File: config.mk
export PLATFORM = sky130hd
export DESIGN_NAME = dbg_hit_qualifier
export DESIGN_NICKNAME = d
export VERILOG_FILES = /design/src/rtl/dbq_pkg.sv /design/src/rtl/dbq_wp_qual.sv /design/src/rtl/dbq_bp_qual.sv /design/src/rtl/dbq_report_sel.sv /design/src/rtl/dbg_hit_qualifier.sv
export SDC_FILE = /design/constraint.sdc
export NUM_CORES = 1
export LEC_CHECK = 0
export BUFFER_PORTS_ARGS = -buffer_cell sky130_fd_sc_hd__buf_2
export CORE_AREA = 3 3 107 109
export DETAILED_ROUTE_END_ITERATION = 8
export DIE_AREA = 0 0 110 112
export PLACE_DENSITY = 0.76
export REMOVE_ABC_BUFFERS = 1
export SETUP_SLACK_MARGIN = 0.1
export SLEW_MARGIN = 20
export SYNTH_ARGS = -nofsm -noshare
export SYNTH_HDL_FRONTEND = slang
export SYNTH_SLANG_ARGS = --single-unit
export TNS_END_PERCENT = 1
File: constraint.sdc
create_clock -name clk -period 2 [get_ports clk]
set_input_delay 0.1 -clock clk [delete_from_list [all_inputs] [get_ports clk]]
set_output_delay 0.1 -clock clk [all_outputs]
set_load 0.02 [all_outputs]
File: src/rtl/dbq_pkg.sv
package dbq_pkg;
  localparam int CTRL_W = 5;
  localparam int STAT_W = 64;
  localparam int NUM_WP = 2;

  localparam int WC_PROB = 0;
  localparam int WC_SUP  = 1;
  localparam int WC_HYP  = 2;
  localparam int WC_XIGN = 3;
  localparam int WC_XVAL = 4;

  localparam int BE_DS_BIT  = 41;
  localparam int BE_TR_BIT0 = 33;
  localparam int BE_TR_BIT1 = 43;

  typedef enum logic [1:0] {
    KIND_NONE   = 2'd0,
    KIND_DSTORE = 2'd1,
    KIND_TRACE  = 2'd2
  } rpt_kind_e;

  typedef struct packed {
    logic prob;
    logic hyp;
    logic drel;
  } mstate_t;

  function automatic logic [STAT_W-1:0] be_mask(input int be_idx);
    logic [STAT_W-1:0] m;
    m = '0;
    m[STAT_W-1-be_idx] = 1'b1;
    return m;
  endfunction
endpackage

File: src/rtl/dbq_wp_qual.sv
module dbq_wp_qual
  import dbq_pkg::*;
(
  input  mstate_t           st,
  input  logic [CTRL_W-1:0] ctrl,
  input  logic              match,
  input  logic              avail,
  output logic              hit
);
  logic priv_ok;
  logic xlat_ok;

  always_comb begin
    if (st.prob && !ctrl[WC_PROB])
      priv_ok = 1'b0;
    else if (st.hyp && !ctrl[WC_HYP])
      priv_ok = 1'b0;
    else
      priv_ok = ctrl[WC_SUP];
  end

  assign xlat_ok = ctrl[WC_XIGN] || (ctrl[WC_XVAL] == st.drel);
  assign hit     = avail && match && priv_ok && xlat_ok;
endmodule

File: src/rtl/dbq_bp_qual.sv
module dbq_bp_qual
  import dbq_pkg::*;
(
  input  mstate_t    st,
  input  logic [1:0] priv,
  input  logic       match,
  output logic       hit
);
  logic priv_ok;

  always_comb begin
    unique case (priv)
      2'd1:    priv_ok = st.prob;
      2'd2:    priv_ok = !st.prob && !st.hyp;
      2'd3:    priv_ok = !st.prob && st.hyp;
      default: priv_ok = 1'b0;
    endcase
  end

  assign hit = match && priv_ok;
endmodule

File: src/rtl/dbq_report_sel.sv
module dbq_report_sel
  import dbq_pkg::*;
#(
  parameter int AW = 64
) (
  input  logic                clk,
  input  logic                rst_n,
  input  logic [NUM_WP-1:0]   wp_hit,
  input  logic [NUM_WP*AW-1:0] wp_addr,
  input  logic                bp_hit,
  output logic                pend_q,
  output logic                rpt_valid,
  output rpt_kind_e           rpt_kind,
  output logic [STAT_W-1:0]   rpt_status,
  output logic [AW-1:0]       rpt_addr
);
  localparam logic [STAT_W-1:0] DS_MASK = be_mask(BE_DS_BIT);
  localparam logic [STAT_W-1:0] TR_MASK = be_mask(BE_TR_BIT0) | be_mask(BE_TR_BIT1);

  logic [AW-1:0] sel_addr;
  logic          wp_any;
  logic          bp_any;

  always_comb begin
    sel_addr = '0;
    for (int i = NUM_WP - 1; i >= 0; i--) begin
      if (wp_hit[i]) sel_addr = wp_addr[i*AW +: AW];
    end
  end

  assign wp_any = |wp_hit;
  assign bp_any = bp_hit || pend_q;

  always_ff @(posedge clk) begin
    if (!rst_n) begin
      pend_q     <= 1'b0;
      rpt_valid  <= 1'b0;
      rpt_kind   <= KIND_NONE;
      rpt_status <= '0;
      rpt_addr   <= '0;
    end else if (wp_any) begin
      pend_q     <= bp_any;
      rpt_valid  <= 1'b1;
      rpt_kind   <= KIND_DSTORE;
      rpt_status <= DS_MASK;
      rpt_addr   <= sel_addr;
    end else if (bp_any) begin
      pend_q     <= 1'b0;
      rpt_valid  <= 1'b1;
      rpt_kind   <= KIND_TRACE;
      rpt_status <= TR_MASK;
      rpt_addr   <= '0;
    end else begin
      pend_q     <= 1'b0;
      rpt_valid  <= 1'b0;
      rpt_kind   <= KIND_NONE;
      rpt_status <= '0;
      rpt_addr   <= '0;
    end
  end
endmodule

File: src/rtl/dbg_hit_qualifier.sv
module dbg_hit_qualifier
  import dbq_pkg::*;
#(
  parameter int AW = 64
) (
  input  logic              clk,
  input  logic              rst_n,
  input  logic              st_prob,
  input  logic              st_hyp,
  input  logic              st_drel,
  input  logic              feat_wp1_en,
  input  logic [1:0]        bp_priv,
  input  logic              bp_match,
  input  logic [4:0]        wp0_ctrl,
  input  logic              wp0_match,
  input  logic [AW-1:0]     wp0_addr,
  input  logic [4:0]        wp1_ctrl,
  input  logic              wp1_match,
  input  logic [AW-1:0]     wp1_addr,
  output logic              rpt_valid,
  output logic [1:0]        rpt_kind,
  output logic [63:0]       rpt_status,
  output logic [AW-1:0]     rpt_addr
);
  mstate_t                st;
  logic [NUM_WP*CTRL_W-1:0] wp_ctrl;
  logic [NUM_WP-1:0]      wp_match;
  logic [NUM_WP-1:0]      wp_avail;
  logic [NUM_WP-1:0]      wp_hit;
  logic [NUM_WP*AW-1:0]   wp_addr;
  logic                   bp_hit;
  logic                   pend_q;
  rpt_kind_e              kind_q;

  assign st       = '{prob: st_prob, hyp: st_hyp, drel: st_drel};
  assign wp_ctrl  = {wp1_ctrl, wp0_ctrl};
  assign wp_match = {wp1_match, wp0_match};
  assign wp_addr  = {wp1_addr, wp0_addr};
  assign wp_avail = {feat_wp1_en, 1'b1};

  for (genvar g = 0; g < NUM_WP; g++) begin : g_wp
    dbq_wp_qual u_wp (
      .st    (st),
      .ctrl  (wp_ctrl[g*CTRL_W +: CTRL_W]),
      .match (wp_match[g]),
      .avail (wp_avail[g]),
      .hit   (wp_hit[g])
    );
  end

  dbq_bp_qual u_bp (
    .st    (st),
    .priv  (bp_priv),
    .match (bp_match),
    .hit   (bp_hit)
  );

  dbq_report_sel #(.AW(AW)) u_sel (
    .clk        (clk),
    .rst_n      (rst_n),
    .wp_hit     (wp_hit),
    .wp_addr    (wp_addr),
    .bp_hit     (bp_hit),
    .pend_q     (pend_q),
    .rpt_valid  (rpt_valid),
    .rpt_kind   (kind_q),
    .rpt_status (rpt_status),
    .rpt_addr   (rpt_addr)
  );

  assign rpt_kind = kind_q;
endmodule

Word-level counts from Yosys, hierarchy flattened
Cells that the tools add are included.
Word-level totals
  register bits: 99
  input port bits: 149
  output and inout port bits: 131
  word-level logic and storage cells: 50
Cells by class
  equality and inequality tests: 5
  muxes and demuxes: 13
  bitwise gates (word level): 1
  reduce and logical (&&, ||, !) cells: 24
Operators with widths (count)
  two-way mux 64 bit: 2
  two-way mux 31 bit: 1
  two-way mux 23 bit: 1
  logical AND 1 bit: 12
  two-way mux 1 bit: 7
  zero test 1 bit: 6
  == test 2 bit, second input constant: 2
  logical OR 1 bit: 3
  one-hot mux 1 bit (3 select lines): 1
  OR reduction 3 bit: 1
  == test 1 bit: 2
  == test 2 x 1 -> 1 bit, second input constant: 1
  two-way mux 2 bit: 1
  AND reduction 2 bit: 1
  OR reduction 2 bit: 1
  inverter 1 bit: 1

Depth between registers and ports, before layout
Gate-level depths: netlist of the first run.
  depth after elaboration: 8
  depth in mapped cells: 6
  gate-level depth less buffers: 4

By module
Synthesis of the first run repeated with hierarchy kept, for this count alone.
Unflattened totals
  cell total of the unflattened synthesis: 378
  area, all modules: 3089.2 µm²
Modules (own cells, without submodules)
  dbq_report_sel: times used 1, cells each 361, area an instance 2965.3 µm², seq. area each 1361.3 µm²
  dbq_wp_qual: times used 2, cells each 6, area an instance 45.0 µm², seq. area each 0.0 µm²
  dbq_bp_qual: times used 1, cells each 4, area an instance 30.0 µm², seq. area each 0.0 µm²
  dbg_hit_qualifier: times used 1, cells each 1, area an instance 3.8 µm², seq. area each 0.0 µm²

Worst setup path before layout of the first run
No wires, ideal clock.
  kind: input -> register
  start: input port st_drel
  end: register u_sel.rpt_addr[11]
  library setup time: 66 ps
  data arrival time: 1062 ps
  required time: 1934 ps
  setup slack: 872 ps
  cell stages on the path: 6
  path through: xnor2_1 -> o2111ai_2 -> a21bo_2 -> buf_4 -> buf_6 -> a21oi_2
Between the ends
  cells in the longest elaborated chain, start to end: 5
  elaborated cells between the ends (all ways): 10
  those cells by class: eq/ne: 2; mux: 2; reduce/logical: 6
Ends and longest elaborated chain
  start, declared: line dbg_hit_qualifier.sv:10  | input logic st_drel,
  == test 1 bit: line dbq_wp_qual.sv:22  | assign xlat_ok = ctrl[WC_XIGN] || (ctrl[WC_XVAL] == st.drel);
  logical OR 1 bit: line dbq_wp_qual.sv:22
  logical AND 1 bit: line dbq_wp_qual.sv:23  | assign hit = avail && match && priv_ok && xlat_ok;
  two-way mux 64 bit or OR reduction 2 bit (tied branches): line dbq_report_sel.sv:27, dbq_report_sel.sv:31
  two-way mux 64 bit or AND reduction 2 bit (tied branches)
  end signal, assigned: line dbq_report_sel.sv:46  | rpt_addr <= sel_addr;
  end, declared: line dbq_report_sel.sv:15  | output logic [AW-1:0] rpt_addr
Parallel ways exist; a longest one is shown, timed or not.
A chain may end at the register's enable or synchronous reset.

Final worst setup path of the first run
  start: input port st_drel
  end: register u_sel.rpt_addr[7]
Same word-level chain as after synthesis.

==> reports/metrics.cfg, run 1 <==
[worst_setup_path]
r2r-start = u_sel.pend_q
cp_data_required_time_ns = 2.27
reg2reg_to = u_sel.rpt_valid
start_kind = input port
rrSetupSlack_ns = 1.11
end_kind = flop
path_max_fanout = 41
worstPathArrival_ns = 2.01
reg2reg_depth = 2
criticalPathCategory = input port to flop

[sta]
report.final.setup_viol = 0
max_freq_mhz = 575.1
clock-skew-final_ns = 0.0006500
drv_slew = 0
finalHoldViolCount = 0
finalSetupTns_ns = 0
period_needed_ns = 1.739
period_share = 0.8694
rsz0062_at_grt = no

[global_routing]
grt_max_degree = 58
grt_overflow = 0
grt_pass1_vias = 3433
grt_use_total = 0.1687
grt_pass1_wl_mm = 15.99
antenna_found_initial = 0

[clock_network]
cts.root.buffer_cell = clkbuf_8
numClockSinks = 68
clock_latency_ns = 0.32
cts_tree = built
clockBufferDepth = 2
numCtsBuffers = 9
h-tree-depth = 3
clk_pin_slew_ns = 0.08

[routing]
drt_first_iter_violations = 205
num_vias = 3483
antenna_left = 0
drt-total-wl_mm = 11.17
firstDrtPassIters = 4
routedWlPerCell_um = 13.37
via_per_inst = 4.171
drcViolationCount = 0

[yosys]
synth_seq_cells = 68
yosysWarnings = 0
syn_area_per_cell_um2 = 8.046
syn_inst = 369
synthesis.area_um2 = 2969
ys_seq_area_frac = 0.4585
synth.distinct_cells = 23

[placement]
dpl.cell_count = 708
dp_hpwl_mm = 6.841
port_buffers = 218
gp_congestion = 0.7761

[flow_run]
drv_cap = 0

[finish]
syn_to_final_growth_pct = 78.85
fin_util = 0.4964
fin_cells = 835
drive_above_1_share = 0.3612
num_antenna_cells = 0
fin_nets = 840

[floorplan]
die_x_um = 110
initial_utilization = 0.2775
die_h_um = 112
ios = 280
core_area_um2 = 10700
die-area_um2 = 12320
rows = 38

[pwr]
internal-power_w = 0.002644
p_leak_nw = 2.921
pwr-share-clk = 0.423
p_seq_frac = 0.392
combPwrFrac = 0.185
power_density_nw_per_um2 = 673.7
peakVddDrop_uv = 339.0
switching_power_w = 0.0009337
sw_frac_of_total = 0.2610

[outcome]
outcome = complete, no violations

[hold_path]
whs_path_depth = 3
hold_class = input port to flop
min_from = wp0_addr[44]
min_to = u_sel.rpt_addr[44]

-- critical path, stage by stage --
cell	delay (ns)
buf_2	0.11
xnor2_1	0.29
o2111a_2	0.24
buf_4	0.39
nand2_1	0.12
a21oi_1	0.15
dlygate4sd3_1	0.57
-- cell type report --
| cell class | count | area [um2] |
|---|---|---|
| clock buffers | 9 | 123.9 |
| clock inverters | 6 | 137.6 |
| fillers | 966 | 5388 |
| inverters | 2 | 7.507 |
| multi-input cells | 274 | 1222 |
| flip-flops and latches | 68 | 1361 |
| well taps | 140 | 175.2 |
| repair buffers | 336 | 2282 |
-- routing by layer --
| layer | global-route usage | vias to the layer above | routed length, um |
|---|---|---|---|
| met5 | 0 | - | 0 |
| met4 | 0.06484 | 0 | 246 |
| met3 | 0.05681 | 19 | 1122 |
| met2 | 0.3273 | 196 | 5887 |
| met1 | 0.1566 | 1578 | 3909 |
| li1 | - | 1690 | - |
-- what timing repair did --
item	CTS	global route
setup buffers	0	0
setup endpoints to repair	0	0
endpoints found under the hold margin	60	2
hold buffers	110	2
resized for setup	0	0
-- how the worst max path moves through the flow --
| stage | startpoint | to | slack [ns] | depth (start not counted) |
|---|---|---|---|---|
| floorplan | wp0_ctrl[4] | u_sel.rpt_valid | -0.80 | 4 |
| global placement | st_drel | u_sel.rpt_addr[48] | 0.54 | 6 |
| detailed placement | st_drel | u_sel.rpt_addr[10] | 0.49 | 6 |
| CTS | st_drel | u_sel.rpt_addr[21] | 0.35 | 7 |
| global route | st_drel | u_sel.rpt_addr[43] | 0.21 | 7 |
| finish | st_drel | u_sel.rpt_addr[7] | 0.26 | 7 |
-- per-stage QoR --
stage / cell area, um2 / hold slack [ns] / power [W] / setup WS [ns]
floorplan: 2579 / 0.2360 / 0.001715 / -0.7978
global placement: 3928 / 0.3412 / 0.001946 / 0.5385
detailed placement: 3928 / 0.3440 / 0.001950 / 0.4878
CTS: 5290 / 0.0003042 / 0.003622 / 0.3453
global route: 5310 / 0.0005866 / 0.003740 / 0.2124
finish: 5310 / 0.01773 / 0.003577 / 0.2612
-- cells by family after synthesis --
kind of cell	synth area share
simple gates	0.1842
xor+xnor	0.008851
other cells	0.001263
flops	0.4585
compound gates	0.1374
buf+inv	0.2099
-- state kept, by name, summed over array words and instances, names as in the netlist --
register	cells
u_sel.pend_q	1
u_sel.rpt_addr	64
u_sel.rpt_kind	1
u_sel.rpt_status	1
u_sel.rpt_valid	1
-- layout by cell type (no fill, tap or decap), drive strengths merged --
| cell | count |
|---|---|
| dlygate4sd3 | 112 |
| nand2 | 131 |
| and3 | 1 |
| bufinv | 4 |
| conb | 61 |
| o2111ai | 2 |
| o2111a | 1 |
| nor2 | 1 |
| buf | 224 |
| inv | 2 |
| and2 | 1 |
| clkbuf | 9 |
| clkinv | 2 |
| a21oi | 65 |
| and4 | 1 |
| xnor2 | 3 |
| dfxtp | 68 |
| a21bo | 1 |
| o31ai | 1 |
| nand2b | 4 |
| nor3 | 1 |
-- synth_stat cells, drive strengths merged --
cell type | n | share of area
and4 | 1 | 0.0030
conb | 1 | 0.0013
nand2 | 131 | 0.17
a21oi | 65 | 0.12
o2111ai | 2 | 0.0080
inv | 2 | 0.0025
xnor2 | 3 | 0.0089
o31ai | 1 | 0.0025
nand2b | 4 | 0.0084
nor3 | 1 | 0.0017
buf | 83 | 0.20
a21bo | 1 | 0.0034
clkbuf | 2 | 0.0025
nor2 | 1 | 0.0013
dfxtp | 68 | 0.46
o2111a | 1 | 0.0038
and3 | 1 | 0.0021
and2 | 1 | 0.0021
-- power groups by stage --
stage               logic, W  clock network [W]  registers, W
finish              0.000661            0.00151       0.00140
global route        0.000715            0.00162       0.00141
CTS                 0.000646            0.00157       0.00140
detailed placement  0.000516                  0       0.00143
global placement    0.000512                  0       0.00143
floorplan           0.000228                  0       0.00149
(Power assumes the default switching activity.)
==> run 2: changes to the inputs <==
Settings changed: GPL_ROUTABILITY_DRIVEN from default to 0, MAX_ROUTING_LAYER from default to met4.
==> run 2 against run 1 <==
Register-to-register slack is essentially flat. Wire length shrank 0.47%. Sequential cell count is the same. Final cell count is the same. Core utilization is the same. Clock power is essentially flat. Sequential share of layout area is the same. Combinational power is essentially flat. Via count is essentially flat. Non-clock buffer count is the same. Clock skew is essentially flat.
==> reports/metrics.cfg, run 2 (synthesized netlist as in run 1, its figures left out) <==
[finish]
fin_cells = 835  ; unchanged
layout_commonest_cell = buf_2
largest_reg_flops = 64  ; unchanged
regMostFlops = u_sel.rpt_addr
final_area_um2 = 5310  ; unchanged
num_antenna_cells = 0  ; unchanged
syn_to_final_growth_pct = 78.85  ; unchanged
drive_above_1_share = 0.3612  ; unchanged
layout_common_cells = buf_2 (218), nand2_1 (131), dlygate4sd3_1 (112), dfxtp_1 (68), conb_1 (61)
fin_nets = 840  ; unchanged
fin_util = 0.4964  ; unchanged

[sta]
max_freq_mhz = 574.1  ; -0.17%
rsz0062_at_grt = no
period_share = 0.8709  ; +0.001486
report.final.setup_viol = 0  ; unchanged
clock-skew-final_ns = 0.0006628  ; +0.00001280 ns
finalHoldViolCount = 0  ; unchanged
drv_slew = 0  ; unchanged
period_needed_ns = 1.742  ; +0.002973 ns

[floorplan]
ios = 280  ; unchanged
initial_utilization = 0.2775  ; unchanged
rows = 38  ; unchanged
core_area_um2 = 10700  ; unchanged
die-area_um2 = 12320  ; unchanged
die_h_um = 112  ; unchanged
die_x_um = 110  ; unchanged

[worst_setup_path]
criticalPathCategory = input port to flop
path_max_fanout = 41  ; unchanged
start_kind = input port
worstPathArrival_ns = 2.01  ; about the same
cp_data_required_time_ns = 2.27  ; about the same
end_kind = flop

[clock_network]
cts_resized = 0  ; unchanged
numCtsBuffers = 9  ; unchanged
clock_latency_ns = 0.33  ; about the same
cts_tree = built
postCtsSetupRepairBufs = 0  ; unchanged
numClockSinks = 68  ; unchanged
clk_pin_slew_ns = 0.08  ; about the same
h-tree-depth = 3  ; unchanged
cts.root.buffer_cell = clkbuf_8
clockBufferDepth = 2  ; unchanged

[global_routing]
grt_pass1_wl_mm = 15.95  ; -0.26%
grt_pass1_vias = 3446  ; +0.38%
grt_use_total = 0.1730  ; +0.004288
grt_max_degree = 58  ; unchanged
antenna_found_initial = 0  ; unchanged
grt_overflow = 0  ; unchanged

[hold_path]
hold_class = input port to flop

[routing]
wl_met2_mm = 5.824  ; -1.1%
drcViolationCount = 0  ; unchanged
firstDrtPassIters = 5  ; +1
via_per_inst = 4.174  ; about the same
antenna_left = 0  ; unchanged
routedWlPerCell_um = 13.31  ; -0.47%
num_vias = 3485  ; +0.057%
drt-total-wl_mm = 11.11  ; -0.47%
dr_wl_met3_mm = 1.025  ; -8.6%
met1_length_mm = 3.973  ; +1.6%
top_layer = met4
drt_first_iter_violations = 203  ; -0.98%

[pwr]
peakVddDrop_uv = 339.1  ; about the same
p_leak_nw = 2.921  ; unchanged
power_density_nw_per_um2 = 673.2  ; about the same
power.total_w = 0.003575  ; about the same

[placement]
dp_hpwl_mm = 6.841  ; unchanged
dpl.cell_count = 708  ; unchanged
dpl_cell_area_um2 = 3928  ; unchanged
port_buffers = 218  ; unchanged

[flow_run]
drv_cap = 0  ; unchanged

[outcome]
outcome = complete, no violations

==> run 2: through the flow <==
step | setup TNS (ns) | setup slack [ns] | hold WS (ns)
CTS | 0 | 0.3453 | 0.0003042
global route | 0 | 0.2088 | 0.004143
global placement | 0 | 0.5385 | 0.3412
detailed placement | 0 | 0.4878 | 0.3440
floorplan | -51.12 | -0.7978 | 0.2360
finish | 0 | 0.2582 | 0.01725
==> run 2: power breakdown <==
group          switching, W  total, W  internal, W
Combinational      0.000361  0.000660     0.000299
Clock              0.000558   0.00151     0.000953
Sequential        0.0000113   0.00140      0.00139
Total              0.000931   0.00357      0.00264
==> run 2: final timing paths <==
path                            cells after the start  slack (ns)          from            endpoint
worst max-delay path                                7        0.26       st_drel   u_sel.rpt_addr[7]
worst min-delay path                                3        0.02  wp0_addr[44]  u_sel.rpt_addr[44]
worst max register to register                      2        1.11  u_sel.pend_q     u_sel.rpt_valid
worst min register to register                      2        0.52  u_sel.pend_q     u_sel.rpt_valid
==> run 2: layout make-up <==
type                       instances  area [um2]
clock buffer                       9       123.9
clock inverter                     6       137.6
fill                             966        5388
inverter                           2       7.507
multi-input combinational        274        1222
sequential                        68        1361
tap                              140       175.2
timing repair buffer             336        2282
==> run 2: routing by layer <==
| metal | vias up | track usage |
|---|---|---|
| li1 | 1690 | - |
| met1 | 1570 | 0.1602 |
| met2 | 202 | 0.3261 |
| met3 | 23 | 0.04638 |
| met4 | 0 | 0.06983 |
| met5 | - | - |
==> run 2: critical path, stage by stage <==
cell,delay (ns)
buf_2,0.11
xnor2_1,0.29
o2111a_2,0.24
buf_4,0.39
nand2_1,0.12
a21oi_1,0.16
dlygate4sd3_1,0.57
==> run 2: repair_timing <==
| item | in CTS | in global routing |
|---|---|---|
| endpoints found under the setup margin | 0 | 0 |
| hold endpoints to repair | 60 | 2 |
| hold buffers | 110 | 2 |
==> run 3: changes to the inputs <==
Settings changed: BUFFER_PORTS_ARGS -buffer_cell sky130_fd_sc_hd__buf_2 to default, CORE_AREA 3 3 107 109 to 3 3 108 110, DIE_AREA 0 0 110 112 to 0 0 111 113, DONT_BUFFER_PORTS from default to 1, PLACE_DENSITY 0.76 to 0.53.
==> run 3 against run 2 <==
The flow now stops in clock tree synthesis (4_1_cts). Synthesized cell count stayed put. Area after synthesis stayed put.
==> reports/metrics.cfg, run 3 <==
[placement]
port_buffers = 0  ; -100%
dp_hpwl_mm = 6.006  ; -12%
dpl_cell_area_um2 = 2816  ; -28%

[yosys]
synthesis.area_um2 = 2969  ; unchanged
synth_seq_cells = 68  ; unchanged
synth_area_leaders = dfxtp_1 (46%), buf_4 (17%), nand2_1 (17%)
synth_top_area_share = 0.4585  ; unchanged
synth_flop_cell = dfxtp_1
synth_common_cells = nand2_1 (131), dfxtp_1 (68), buf_4 (67), a21oi_1 (57), buf_2 (12)
syn_inst = 369  ; unchanged
synth_edf_count = 0  ; unchanged
synth.distinct_cells = 23  ; unchanged
async_reset_ff_frac = 0  ; unchanged
syn_area_per_cell_um2 = 8.046  ; unchanged
synth.most_common_cell = nand2_1
ys_seq_area_frac = 0.4585  ; unchanged
yosysWarnings = 0  ; unchanged
synth_top_area_cell = dfxtp_1

[floorplan]
die_x_um = 111  ; +0.91%
ios = 280  ; unchanged
rows = 38  ; unchanged
initial_utilization = 0.2751  ; -0.002445
die_h_um = 113  ; +0.89%

[outcome]
stop_stage = clock tree synthesis (4_1_cts)
outcome = did not finish
firstError = [ERROR RSZ-0060] Max buffer count reached.

[clock_network]
numClockSinks = 68  ; unchanged
clockBufferDepth = 2  ; unchanged
postCtsSetupRepairBufs = 0  ; unchanged
cts_resized = 0  ; unchanged
h-tree-depth = 3  ; unchanged
numCtsBuffers = 9  ; unchanged
cts.root.buffer_cell = clkbuf_8
postCtsHoldBufs = 102  ; -7.3%

-- run 3: cell counts after synthesis --
No cell type changed its count.
-- run 3: cells by family after synthesis --
group,Yosys count,share of synthesized area
xor+xnor,3,0.008851
other cells,1,0.001263
buf+inv,87,0.2099
flops,68,0.4585
simple gates,140,0.1842
compound gates,70,0.1374
-- run 3: stage by stage --
stage	setup TNS, ns	cells	worst slack, ns
3_5_place_dp	0	489	0.6445
3_3_place_gp	0	489	0.6919
2_1_floorplan	-51.12	344	-0.7978
==> run 4: changes to the inputs <==
Settings changed: MAX_ROUTING_LAYER met4 to default, PLACE_DENSITY 0.53 to default, PLACE_DENSITY_LB_ADDON from default to 0.15, SETUP_SLACK_MARGIN 0.1 to default.
==> run 4 against run 3 <==
The run again fails in clock tree synthesis (4_1_cts). Area after synthesis did not move. Synthesized cell count did not move.
==> reports/metrics.cfg, run 4 <==
[outcome]
outcome = did not finish
stop_stage = clock tree synthesis (4_1_cts)
firstError = [ERROR RSZ-0060] Max buffer count reached.

[yosys]
synthSimpleGateAreaFrac = 0.1842  ; unchanged
synthesis.area_um2 = 2969  ; unchanged
ys_seq_area_frac = 0.4585  ; unchanged
synth_common_cells = nand2_1 (131), dfxtp_1 (68), buf_4 (67), a21oi_1 (57), buf_2 (12)
synth_xor_area_frac = 0.008850  ; unchanged
synth_compound_area_frac = 0.1374  ; unchanged
syn_inst = 369  ; unchanged
synth_top_family_by_area = buffers and inverters
synth_edf_count = 0  ; unchanged
synth_top_area_cell = dfxtp_1
synth_area_leaders = dfxtp_1 (46%), buf_4 (17%), nand2_1 (17%)
synthAdderAreaFrac = 0  ; unchanged
syn_area_per_cell_um2 = 8.046  ; unchanged
synth.distinct_cells = 23  ; unchanged
synth.most_common_cell = nand2_1
synthMuxAreaShare = 0  ; unchanged
synth_seq_cells = 68  ; unchanged
synth_top_area_share = 0.4585  ; unchanged
async_reset_ff_frac = 0  ; unchanged
synth_flop_cell = dfxtp_1
yosysWarnings = 0  ; unchanged

[floorplan]
rows = 38  ; unchanged
die_h_um = 113  ; unchanged
initial_utilization = 0.2751  ; unchanged
ios = 280  ; unchanged
die_x_um = 111  ; unchanged

[placement]
port_buffers = 0  ; unchanged
dp_hpwl_mm = 6.389  ; +6.4%
dpl_cell_area_um2 = 2811  ; -0.18%

[clock_network]
numClockSinks = 68  ; unchanged
postCtsHoldBufs = 102  ; unchanged
clockBufferDepth = 2  ; unchanged
numCtsBuffers = 9  ; unchanged
postCtsSetupRepairBufs = 0  ; unchanged
cts.root.buffer_cell = clkbuf_8
h-tree-depth = 3  ; unchanged
cts_resized = 0  ; unchanged

==> run 4: cell counts after synthesis <==
Identical to the previous run, type by type.
==> run 4: logic make-up after synthesis <==
kind of cell,Yosys count
simple gates,140
buf+inv,87
compound gates,70
flops,68
xor+xnor,3
other cells,1
==> run 4: through the flow <==
stage	instances	setup TNS (ns)	setup slack, ns	hold WS (ns)
3_5_place_dp	490	0	0.6278	0.2421
2_1_floorplan	344	-51.12	-0.7978	0.2360
3_3_place_gp	490	0	0.6366	0.2378
